## src/rtl/mode_shift_reg_pkg.sv

```systemverilog
package mode_shift_reg_pkg;

  typedef enum logic [2:0] {
    OP_HOLD   = 3'd0,
    OP_LOAD   = 3'd1,
    OP_CLEAR  = 3'd2,
    OP_INVERT = 3'd3,
    OP_SHR    = 3'd4,
    OP_ROR    = 3'd5,
    OP_SHL    = 3'd6,
    OP_ROL    = 3'd7
  } op_e;

endpackage

```

## src/rtl/mode_shift_reg_next.sv

```systemverilog
module mode_shift_reg_next
  import mode_shift_reg_pkg::*;
#(
  parameter int W = 8
) (
  input  logic [W-1:0] cur,
  input  logic [W-1:0] din,
  input  op_e          op,
  output logic [W-1:0] nxt
);

  // One slice per bit; the end slices choose between zero fill and wrap.
  for (genvar i = 0; i < W; i++) begin : g_bit
    logic from_hi;
    logic from_lo;
    logic bit_n;

    if (i == W - 1) begin : g_top
      assign from_hi = (op == OP_ROR) ? cur[0] : 1'b0;
    end else begin : g_mid_hi
      assign from_hi = cur[i+1];
    end

    if (i == 0) begin : g_bot
      assign from_lo = (op == OP_ROL) ? cur[W-1] : 1'b0;
    end else begin : g_mid_lo
      assign from_lo = cur[i-1];
    end

    always_comb begin
      unique case (op)
        OP_HOLD:          bit_n = cur[i];
        OP_LOAD:          bit_n = din[i];
        OP_CLEAR:         bit_n = 1'b0;
        OP_INVERT:        bit_n = ~cur[i];
        OP_SHR, OP_ROR:   bit_n = from_hi;
        OP_SHL, OP_ROL:   bit_n = from_lo;
        default:          bit_n = cur[i];
      endcase
    end

    assign nxt[i] = bit_n;
  end

endmodule

```

## src/rtl/mode_shift_reg_store.sv

```systemverilog
module mode_shift_reg_store #(
  parameter int W = 8
) (
  input  logic         clk,
  input  logic         rst,
  input  logic [W-1:0] d,
  output logic [W-1:0] q
);

  always_ff @(posedge clk) begin
    if (rst) q <= '0;
    else     q <= d;
  end

endmodule

```

## src/rtl/mode_shift_reg.sv

```systemverilog
module mode_shift_reg
  import mode_shift_reg_pkg::*;
#(
  parameter int W = 8
) (
  input  logic         clk,
  input  logic         rst,
  input  logic [2:0]   sel,
  input  logic [W-1:0] din,
  output logic [W-1:0] dout
);

  op_e          op;
  logic [W-1:0] word_q;
  logic [W-1:0] word_d;

  assign op = op_e'(sel);

  mode_shift_reg_next #(.W(W)) u_next (
    .cur (word_q),
    .din (din),
    .op  (op),
    .nxt (word_d)
  );

  mode_shift_reg_store #(.W(W)) u_store (
    .clk (clk),
    .rst (rst),
    .d   (word_d),
    .q   (word_q)
  );

  assign dout = word_q;

endmodule

```

## config.mk

```make
export PLATFORM = sky130hd
export DESIGN_NAME = mode_shift_reg
export DESIGN_NICKNAME = d
export VERILOG_FILES = /design/src/rtl/mode_shift_reg_pkg.sv /design/src/rtl/mode_shift_reg_next.sv /design/src/rtl/mode_shift_reg_store.sv /design/src/rtl/mode_shift_reg.sv
export SDC_FILE = /design/constraint.sdc
export NUM_CORES = 1
export LEC_CHECK = 0
export ABC_AREA = 1
export BUFFER_PORTS_ARGS = -buffer_cell sky130_fd_sc_hd__buf_4
export CORE_UTILIZATION = 42
export DETAILED_ROUTE_END_ITERATION = 8
export PLACE_DENSITY = 0.74
export SYNTH_ARGS = -nofsm -noshare
export SYNTH_HDL_FRONTEND = slang
export SYNTH_SLANG_ARGS = --single-unit
```

## constraint.sdc

```tcl
create_clock -name clk -period 0.9 [get_ports clk]
set_input_delay 0.18 -clock clk [delete_from_list [all_inputs] [get_ports clk]]
set_output_delay 0.18 -clock clk [all_outputs]
set_load 0.005 [all_outputs]
```

==> implementation parameters <==
Parameter                              Value

Global routing
  Global routing usage summed across all routing layers ... 25.3%
  Total congestion overflow ... 0
  Wire length of the first global-routing pass ... around 2700 um
  Largest net degree at the start of global routing ... 11
  Initial antenna violation count ... 0
  Number of global-route vias before repair ... 637

Timing
  Min cycle time layout ... between 0.9 and 1 ns
  Final count of hold timing violations ... 0
  Count of pins over their slew limit ... 0
  Setup violation total in the final timing report ... 7
  Headroom to the max-slew limit ... between 80% and 90%
  Worst-case clock skew ... between 0.009 and 0.01 ns
  Setup repair after global routing missed its margin ... true
  Slew of the pin with the lowest slew margin ... roughly 0.29 ns
  Maximum frequency from static timing analysis ... approximately 1.0 GHz
  Share of the clock period used by the worst path ... 107%
  Final Hold Slack ... about 0.27 ns
  Post-route setup slack ... -0.0670 ns

Layout
  Cell Count, Final, Fillers Out ... between 100 and 150
  Area overhead of the layout relative to synthesis ... 62.9%
  Share of cells above drive strength 1 ... about 43%
  Register name with the most flops ... u_store.q
  Number of flip-flops in the largest register ... 8
  Layout Nets ... ~150
  Most frequent standard cell in the layout excluding fill and tap cells ... sky130_fd_sc_hd__buf_4
  Registers with the most flip-flops ... u_store.q: 8 flops
  Final Instance Area ... ~960 um^2
  Diodes inserted ... 0
  Commonest cells after routing, fill and taps aside ... sky130_fd_sc_hd__buf_4, sky130_fd_sc_hd__nand2_1, sky130_fd_sc_hd__inv_1
  Number of inserted filler cells in the final layout ... slightly above 100

Clock tree
  Post-CTS Hold Buffers ... 0
  Worst-skew pair later-pin latency ... between 0.2 and 0.3 ns
  Maximum count of clock buffers along a single path ... 2
  Clock root buffer ... sky130_fd_sc_hd__clkbuf_4
  Number of levels in the clock H-tree ... 1
  Clock-pin slew on the worst setup and hold paths ... about 0.06 ns
  TritonCTS Sinks ... 8
  CTS tree ... yes
  Cts bufs inserted ... 3

Power and ir drop
  Power per cell area ... 1090 mW/mm^2
  Leakage Power ... just over 0.5 nW
  Peak supply drop ... slightly below 0.0008 V
  PnR Total Power ... a little over 1 mW

Logic synthesis
  Synth Net Count ... roughly 110
  Seq/Total Area, Yosys ... 27.3%
  Number of distinct library cells after synthesis ... 15
  Instance count of the mapped netlist ... ~100
  Cell types with the largest area share after synthesis ... sky130_fd_sc_hd__dfxtp_1, sky130_fd_sc_hd__inv_1, sky130_fd_sc_hd__nand2_1
  Warning count from the yosys run ... 0
  Area of the mapped netlist ... between 500 and 600 um^2
  Count of state elements after synthesis ... 8
  Area leader, netlist ... sky130_fd_sc_hd__dfxtp_1
  Post-synth top area share ... 27.3%
  Per-instance average area after synthesis ... a little under 6 um^2

Routing
  Number of nets still failing antenna checks after routing ... 0
  Via count ... slightly below 800
  Drt first pass iters ... 4
  Post-detailed-route DRC marker count ... 0
  Post-detailed-routing wire length ... around 1800 um
  Average vias per placed instance ... between 5 and 6
  Drt wl/cell ... 11.9 um
  DRC violation total after the first TritonRoute iteration ... 23

Flow run
  Max-cap violations ... 0

Setup path
  Req. time, crit path ... between 0.7 and 0.8 ns
  Cell Chain, Critical Path ... buf_6 -> buf_6
  Sum of buffers and inverters on the critical path ... 2
  Family of cells with the greatest summed delay on the critical path ... flip-flops
  CP Max Fanout ... 2
  Cell mode on critical path ... sky130_fd_sc_hd__buf_6
  CP Data Arrival Time ... ~0.79 ns
  Highest-delay cell along the critical path ... sky130_fd_sc_hd__dfxtp_2
  Critical path endpoint category ... primary output
  CP max stage delay ... 0.32 ns
  Startpoint type of the worst setup path ... register
  Type of the worst setup path ... register to primary output

Place
  Placer Congestion ... approximately 0.85
  Post-placement setup slack ... -0.222 ns
  Half-perimeter wire length of the detailed placement result ... roughly 1300 um
  Cell total after placement ... about 150
  Dpl cell area ... 823 um^2
  Port-buffer cells ... 20

Floorplan
  Floorplan Core Area ... between 0.001 and 0.0015 mm^2
  Full die area ... roughly 0.0016 mm^2
  Floorplan row count ... 13
  Initial core utilization ... a little under half
  Number of top-level pins ... 21
  Chip width ... 39.4 um
  Floorplan die height ... slightly below 40 um

Outcome
  Status ... finished, violations left
  Violated checks ... setup timing

Worst hold path
  Class of the tightest hold or removal check ... primary input to register
[per-layer routing]
layer,vias up,routed length (um),track usage [%]
met1,349,848,32.8
met3,2,83,3.41
met2,23,832,42.9
met5,-,0,0
met4,0,9,7.76
li1,396,-,-
[repair_timing]
| item | 4_1_cts | 5_1_grt |
|---|---|---|
| setup buffers | 1 | 0 |
| hold endpoints to repair | 0 | 0 |
| endpoints found under the setup margin | 10 | 16 |
| pin swaps | 0 | 9 |
| resized for setup | 15 | 26 |
[report_power, final]
part | switching, mW | internal, mW | total, mW
Combinational | 0.165 | 0.179 | 0.344
Clock | 0.121 | 0.153 | 0.274
Sequential | 0.0387 | 0.380 | 0.419
Total | 0.325 | 0.712 | 1.04
[synth_stat cells (all sizes together)]
cell and instances:
nand4 3, dfxtp 8, nor2 9, nor3 2, nand3 8, buf 1, o21ai 10, o211ai 6
clkinv 1, nand2 22, o22ai 1, inv 23, a21oi 7
[cell type report]
type	instances	area [um^2]	share of cell area [%]
flip-flops and latches	8	188	19.6
well taps	15	18.8	1.96
multi-input cells	68	368	38.5
repair buffers	31	267	27.9
clock buffers	3	22.5	2.36
inverters	24	92.6	9.69
[cell families (layout without fill, tap and decap cells)]
logic type	Yosys count	after routing	share of synthesized area [%]
and+or+nand+nor	44	44	32.8
buffers and inverters	25	58	16.6
AOI/OAI and AO/OA	24	24	23.2
DFF	8	8	27.3
[metrics by stage]
step,util [%],setup TNS [ns]
final,73.5,-0.0892
after global routing,73.5,-0.464
after CTS,67.9,-0.0751
after detailed placement,63.3,-1.50
after global placement,63.3,-1.22
after floorplan,-,0
[tightest hold or removal path: cells and delay by family]
family,cells,cell delay [ns]
AO/OA/AOI/OAI,2,0.23
buffers and inverters,1,0.08
[worst paths after layout]
kind / from / end / slack (ns) / depth (start not counted)
setup / recovery: u_store.q[5] / dout[5] / -0.07 / 2
hold / removal: din[6] / u_store.q[6] / 0.27 / 3
setup reg to reg: u_store.q[3] / u_store.q[4] / -0.01 / 6
hold reg to reg: u_store.q[6] / u_store.q[5] / 0.59 / 4
(Power assumes the default switching activity.)
